<file path="config.mk">
export PLATFORM = sky130hd
export DESIGN_NAME = irq_rot_arbiter
export DESIGN_NICKNAME = d
export VERILOG_FILES = /design/src/rtl/irq_rot_pkg.sv /design/src/rtl/irq_req_capture.sv /design/src/rtl/irq_rot_pick.sv /design/src/rtl/irq_cmd_decode.sv /design/src/rtl/irq_rot_arbiter.sv
export SDC_FILE = /design/constraint.sdc
export NUM_CORES = 1
export LEC_CHECK = 0
export ABC_AREA = 0
export BUFFER_PORTS_ARGS = -buffer_cell sky130_fd_sc_hd__buf_2
export CORE_UTILIZATION = 54
export DETAILED_ROUTE_END_ITERATION = 10
export PLACE_DENSITY_LB_ADDON = 0.25
export SYNTH_ARGS = -nofsm -noshare
export SYNTH_HDL_FRONTEND = slang
export SYNTH_SLANG_ARGS = --single-unit
</file>
<file path="constraint.sdc">
create_clock -name clk -period 9.11 [get_ports clk]
set_input_delay 0.4555 -clock clk [delete_from_list [all_inputs] [get_ports clk]]
set_output_delay 0.4555 -clock clk [all_outputs]
set_load 0.005 [all_outputs]
</file>
<file path="src/rtl/irq_rot_pkg.sv">
package irq_rot_pkg;

    localparam int NUM_IRQ_DFLT = 8;

    typedef enum logic [2:0] {
        CMD_ROT_AEOI_OFF = 3'b000,
        CMD_EOI_TOP      = 3'b001,
        CMD_NOP          = 3'b010,
        CMD_EOI_LVL      = 3'b011,
        CMD_ROT_AEOI_ON  = 3'b100,
        CMD_ROT_EOI_TOP  = 3'b101,
        CMD_SET_LOW      = 3'b110,
        CMD_ROT_EOI_LVL  = 3'b111
    } prio_cmd_e;

    typedef struct packed {
        logic clr_top;   // clear highest-ranked in-service bit
        logic clr_lvl;   // clear in-service bit named by level field
        logic move_top;  // pointer takes index of highest in-service bit
        logic move_lvl;  // pointer takes level field
        logic rot_on;
        logic rot_off;
    } cmd_act_t;

    // level that sits k steps below the top, given the bottom level
    function automatic int level_at(input int low, input int k, input int n);
        return (low + 1 + k) % n;
    endfunction

endpackage

</file>
<file path="src/rtl/irq_req_capture.sv">
module irq_req_capture #(
    parameter int N = 8
) (
    input  logic         clk,
    input  logic         rst,
    input  logic         level_mode,
    input  logic [N-1:0] line,
    input  logic [N-1:0] clr,
    output logic [N-1:0] irr
);

    logic [N-1:0] prev_q;

    always_ff @(posedge clk) begin
        if (rst) prev_q <= '0;
        else     prev_q <= line;
    end

    for (genvar g = 0; g < N; g++) begin : g_bit
        always_ff @(posedge clk) begin
            if (rst)
                irr[g] <= 1'b0;
            else if (level_mode)
                irr[g] <= line[g] & ~clr[g];
            else
                irr[g] <= (irr[g] & ~clr[g]) | (line[g] & ~prev_q[g]);
        end
    end

endmodule

</file>
<file path="src/rtl/irq_rot_pick.sv">
module irq_rot_pick #(
    parameter int N  = 8,
    parameter int IW = 3
) (
    input  logic [N-1:0]  vec,
    input  logic [IW-1:0] low,
    output logic          found,
    output logic [IW-1:0] idx,
    output logic [IW-1:0] rank
);
    import irq_rot_pkg::*;

    // scan from the bottom rank upward so the top-ranked hit is kept last
    always_comb begin
        found = 1'b0;
        idx   = '0;
        rank  = '0;
        for (int k = N - 1; k >= 0; k--) begin
            if (vec[level_at(int'(low), k, N)]) begin
                found = 1'b1;
                idx   = IW'(level_at(int'(low), k, N));
                rank  = IW'(k);
            end
        end
    end

endmodule

</file>
<file path="src/rtl/irq_cmd_decode.sv">
module irq_cmd_decode (
    input  logic                  cmd_valid,
    input  logic [2:0]            cmd_code,
    output irq_rot_pkg::cmd_act_t act
);
    import irq_rot_pkg::*;

    prio_cmd_e code;
    assign code = prio_cmd_e'(cmd_code);

    always_comb begin
        act = '0;
        if (cmd_valid) begin
            unique case (code)
                CMD_EOI_TOP:      act.clr_top = 1'b1;
                CMD_EOI_LVL:      act.clr_lvl = 1'b1;
                CMD_ROT_EOI_TOP:  begin act.clr_top = 1'b1; act.move_top = 1'b1; end
                CMD_ROT_EOI_LVL:  begin act.clr_lvl = 1'b1; act.move_lvl = 1'b1; end
                CMD_SET_LOW:      act.move_lvl = 1'b1;
                CMD_ROT_AEOI_ON:  act.rot_on   = 1'b1;
                CMD_ROT_AEOI_OFF: act.rot_off  = 1'b1;
                CMD_NOP:          act = '0;
                default:          act = '0;
            endcase
        end
    end

endmodule

</file>
<file path="src/rtl/irq_rot_arbiter.sv">
module irq_rot_arbiter #(
    parameter int N  = irq_rot_pkg::NUM_IRQ_DFLT,
    parameter int IW = $clog2(N)
) (
    input  logic          clk,
    input  logic          rst,
    input  logic [N-1:0]  irq_line,
    input  logic [N-1:0]  irq_mask,
    input  logic          level_mode,
    input  logic          special_mask,
    input  logic          cmd_valid,
    input  logic [2:0]    cmd_code,
    input  logic [IW-1:0] cmd_level,
    input  logic          ack_set,
    input  logic          aeoi_done,
    input  logic [IW-1:0] aeoi_level,
    output logic          int_out,
    output logic [IW-1:0] win_idx,
    output logic [N-1:0]  irr_q,
    output logic [N-1:0]  isr_q,
    output logic [IW-1:0] prio_low
);
    import irq_rot_pkg::*;

    localparam logic [IW-1:0] LOW_RST = IW'(N - 1);

    cmd_act_t      act;
    logic          rot_aeoi_q;
    logic [N-1:0]  cand;
    logic          req_found, isr_found;
    logic [IW-1:0] req_idx, req_rank, isr_idx, isr_rank;
    logic [N-1:0]  isr_set, isr_clr;
    logic [IW-1:0] low_d;

    irq_req_capture #(.N(N)) u_cap (
        .clk(clk), .rst(rst), .level_mode(level_mode),
        .line(irq_line), .clr(isr_set), .irr(irr_q)
    );

    assign cand = special_mask ? (irr_q & ~irq_mask & ~isr_q) : (irr_q & ~irq_mask);

    irq_rot_pick #(.N(N), .IW(IW)) u_pick_req (
        .vec(cand), .low(prio_low),
        .found(req_found), .idx(req_idx), .rank(req_rank)
    );

    irq_rot_pick #(.N(N), .IW(IW)) u_pick_isr (
        .vec(isr_q), .low(prio_low),
        .found(isr_found), .idx(isr_idx), .rank(isr_rank)
    );

    irq_cmd_decode u_dec (
        .cmd_valid(cmd_valid), .cmd_code(cmd_code), .act(act)
    );

    assign int_out = req_found && (special_mask || !isr_found || (req_rank < isr_rank));
    assign win_idx = req_idx;

    always_comb begin
        isr_set = '0;
        isr_clr = '0;
        if (ack_set && int_out)          isr_set[req_idx]    = 1'b1;
        if (act.clr_top && isr_found)    isr_clr[isr_idx]    = 1'b1;
        if (act.clr_lvl)                 isr_clr[cmd_level]  = 1'b1;
        if (aeoi_done)                   isr_clr[aeoi_level] = 1'b1;
    end

    always_comb begin
        low_d = prio_low;
        if (act.move_top && isr_found)      low_d = isr_idx;
        else if (act.move_lvl)              low_d = cmd_level;
        else if (aeoi_done && rot_aeoi_q)   low_d = aeoi_level;
    end

    always_ff @(posedge clk) begin
        if (rst) begin
            isr_q      <= '0;
            prio_low   <= LOW_RST;
            rot_aeoi_q <= 1'b0;
        end else begin
            isr_q    <= (isr_q & ~isr_clr) | isr_set;
            prio_low <= low_d;
            if (act.rot_on)       rot_aeoi_q <= 1'b1;
            else if (act.rot_off) rot_aeoi_q <= 1'b0;
        end
    end

endmodule

</file>
==> impl_metrics.env <==
export IMPL_footprint_of_the_multi_input_gates_um2=2640
export IMPL_fin_skew_ns=0.00692
export IMPL_synth_mux_area_fraction=0.130
export IMPL_syn_mean_instance_area_um2=7.72
export IMPL_grt_max_degree=26
export IMPL_startpoint_type="register"
export IMPL_post_cts_buffers=0
export IMPL_result_of_the_run="finished clean"
export IMPL_cts_hold_buf=0
export IMPL_yosys_cell_count_top_type="nand2_1"
export IMPL_fillCellCount=574
export IMPL_place_worst_setup_slack_ns=3.68
export IMPL_ant_nets=0
export IMPL_yosys_area_top_type_share=0.163
export IMPL_timing_critical_path_required_ns=9.30
export IMPL_placement_io_buffers=54
export IMPL_setup_viol_count_final=0
export IMPL_synth_warning_count=0
export IMPL_drt_first_pass_iters=7
export IMPL_post_route_cells_drive_above_1_share=0.222
export IMPL_critical_path_endpoint_type="register"
export IMPL_post_synth_most_frequent_cells="nand2_1 (44), nand3_1 (43), nor2_1 (33)"
export IMPL_setup_tns_ns=0
export IMPL_post_route_worst_setup_slack_ns=3.51
export IMPL_postSynthNetCount=482
export IMPL_clockRootBuffer="clkbuf_8"
export IMPL_crit_reg2reg_launch="prio_low[0]"
export IMPL_clk_pin_slew_ns=0.10
export IMPL_clock_insertion_delay_worst_skew_ns=0.28
export IMPL_via_per_inst=6.96
export IMPL_rr_endpoint="u_cap.irr[7]"
export IMPL_grt_use_total=0.303
export IMPL_fp_dieW_um=81.9
export IMPL_sequential_share_of_the_synthesized_area=0.163
export IMPL_slew_headroom=0.283
export IMPL_antenna_found_initial=0
export IMPL_timing_worst_slew_pin_value_ns=1.08
export IMPL_hold_path_end="u_cap.prev_q[4]"
export IMPL_start_util=0.571
export IMPL_p_per_area_nw_per_um2=296
export IMPL_fmaxAchievable_ghz=0.179
export IMPL_cts_bufs_inserted=3
export IMPL_setup_worst_path_start="prio_low[0]"
export IMPL_cts_repair_resized=0
export IMPL_drt_iter0_drc=487
export IMPL_postRouteWirelength_um=10100
export IMPL_whs_path_depth=2
export IMPL_synth_compound_area_share=0.281
export IMPL_yosys_area_share_xor_xnor=0.0320
export IMPL_synth_edf_count=0
export IMPL_netlist_top_cells_area="dfxtp_1 (16%), nand3_1 (6.3%), mux4_2 (5.2%), nand2_1 (4.8%), mux2i_1 (4.7%)"
export IMPL_asyncSetResetFlopFracSynth=0
export IMPL_fin_nets=514
export IMPL_cts_tree="done"
export IMPL_grt_pass1_wl_um=15800
export IMPL_via_count=3842
export IMPL_grt_pass1_vias=3187
export IMPL_timing_hold_worst_start="irq_line[4]"
export IMPL_combinational_family_with_the_most_area_after_synthesis="simple AND/OR/NAND/NOR gates"
export IMPL_rsz0062_at_grt="no"
export IMPL_global_route_overflow_total=0
export IMPL_hold_viol=0
export IMPL_fp_dieArea_um2=6700
export IMPL_synthAdderAreaFrac=0.0145
export IMPL_top_level_ports=55
export IMPL_ctsLongestPathBuffers=2
export IMPL_gp_congestion=0.933
export IMPL_crit_fanout=25
export IMPL_synth_area_um2=3440
export IMPL_power_ir_vdd_worst_mv=0.188
export IMPL_final_seq_area_um2=561
export IMPL_worst_r2r_setup_slack_ns=3.51
export IMPL_synth_area_leader_cell="dfxtp_1"
export IMPL_detailed_route_drc_error_count=0
export IMPL_synthToLayoutAreaGrowth_pct=7.96
export IMPL_detailed_placement_wirelength_estimate_um=7610
export IMPL_maxCapViolCount=0
export IMPL_insertedDiodeCount=0
export IMPL_final_period_minus_worst_setup_slack_ns=5.60
export IMPL_hold_path_class="input pin to register"
export IMPL_fp_row_count=28
export IMPL_finalMaxSlewViolations=0
export IMPL_ys_types=83
export IMPL_synth_simple_area_share=0.310
export IMPL_die_height_um=81.9
export IMPL_leakagePower_nw=1.48
export IMPL_worst_endpoint_arrival_ns=5.78
export IMPL_detail_route_wl_per_cell_um=18.4
export IMPL_synth_cells=446
export IMPL_ff2ff_path_depth=17
export IMPL_coreArea_um2=6030
export IMPL_timing_setup_critical_path_class="register to register"
export IMPL_layout_worst_path_cycle_share=0.614
export IMPL_yosys_most_used_dff="dfxtp_1"
export IMPL_ys_ff_latch=28
export IMPL_cts_sinks=28
export IMPL_cts_htree_levels=1
-- worst max-delay path by stage --
stage,cells after the start,to,slack [ns]
floorplan,23,u_cap.irr[7],4.85
global placement,17,u_cap.irr[7],3.77
detailed placement,17,u_cap.irr[7],3.68
CTS,17,u_cap.irr[7],3.65
global route,17,u_cap.irr[7],3.12
finish,17,u_cap.irr[7],3.51
-- metrics by stage --
step	power, mW	utilization	cells	instance area [um^2]	hold WS [ns]
detailed placement	0.981	0.605	548	3650	0.506
global placement	0.970	0.605	548	3650	0.499
floorplan	0.803	-	446	3440	0.489
global route	1.17	0.617	552	3720	0.425
CTS	1.08	0.617	552	3720	0.416
finish	1.10	0.617	552	3720	0.414
-- layout make-up --
cell class,instances,share of cell area
multi-input cells,373,0.711
flip-flops and latches,28,0.151
repair buffers,57,0.0788
well taps,75,0.0252
inverters,15,0.0151
clock buffers,3,0.0111
clock inverters,1,0.00808
-- sequential cells by signal, indices dropped and copies added, names as in the netlist --
name	flops
u_cap.irr	8
u_cap.prev_q	8
prio_low	3
isr_q	8
rot_aeoi_q	1
-- cells in the final DEF (no fill, tap or decap), types with 5 or more instances in the layout --
master and count:
dfxtp_1 28, o21ai_0 13, nand2b_1 5, nand4_1 8, nand3_1 43, nor3_1 13
nor2b_1 20, o31ai_1 7, mux2i_1 16, a31oi_1 10, mux2_2 7, a22oi_1 7
or3_1 7, buf_2 54, nand2_1 44, nor2_1 33, inv_1 12, o311ai_1 13
a21oi_1 22, mux4_2 8
-- critical path, stage by stage (launching register included) --
cell and delay (ns):
dfxtp_1 0.32, buf_4 0.30, inv_2 0.13, ha_1 1.03, nor2b_1 0.55, nand3_1 0.15, nand4_1 0.39, nor4_1 0.09
or4_4 0.57, nand3_1 0.13, nor2b_1 0.06, ha_1 0.30, a21oi_1 0.14, nor2_1 0.06, a2bb2oi_2 0.23, nand3_1 0.31
or3_1 0.47, a41o_1 0.25
-- metal layers --
metal  GRT usage  part of all wire
met4       0.116             0.019
met3      0.0211             0.068
met2       0.491              0.47
met5           0                 0
met1       0.417              0.44
-- logic make-up (layout without fill, tap and decap cells) --
| kind of cell | count (synthesis) | after routing |
|---|---|---|
| AOI/OAI and AO/OA | 128 | 128 |
| xor gates and xnor gates | 6 | 6 |
| adders and majority gates | 4 | 4 |
| buffers and inverters | 45 | 76 |
| DFF | 28 | 28 |
| muxes | 33 | 33 |
| and+or+nand+nor | 202 | 202 |
-- where the power goes --
part	internal [mW]	switching, mW	leakage, nW
Combinational	0.314	0.516	1.22
Clock	0.0589	0.0406	0.0357
Sequential	0.141	0.0296	0.231
Total	0.514	0.586	1.48
No activity file was read; power rests on OpenSTA's default activity.
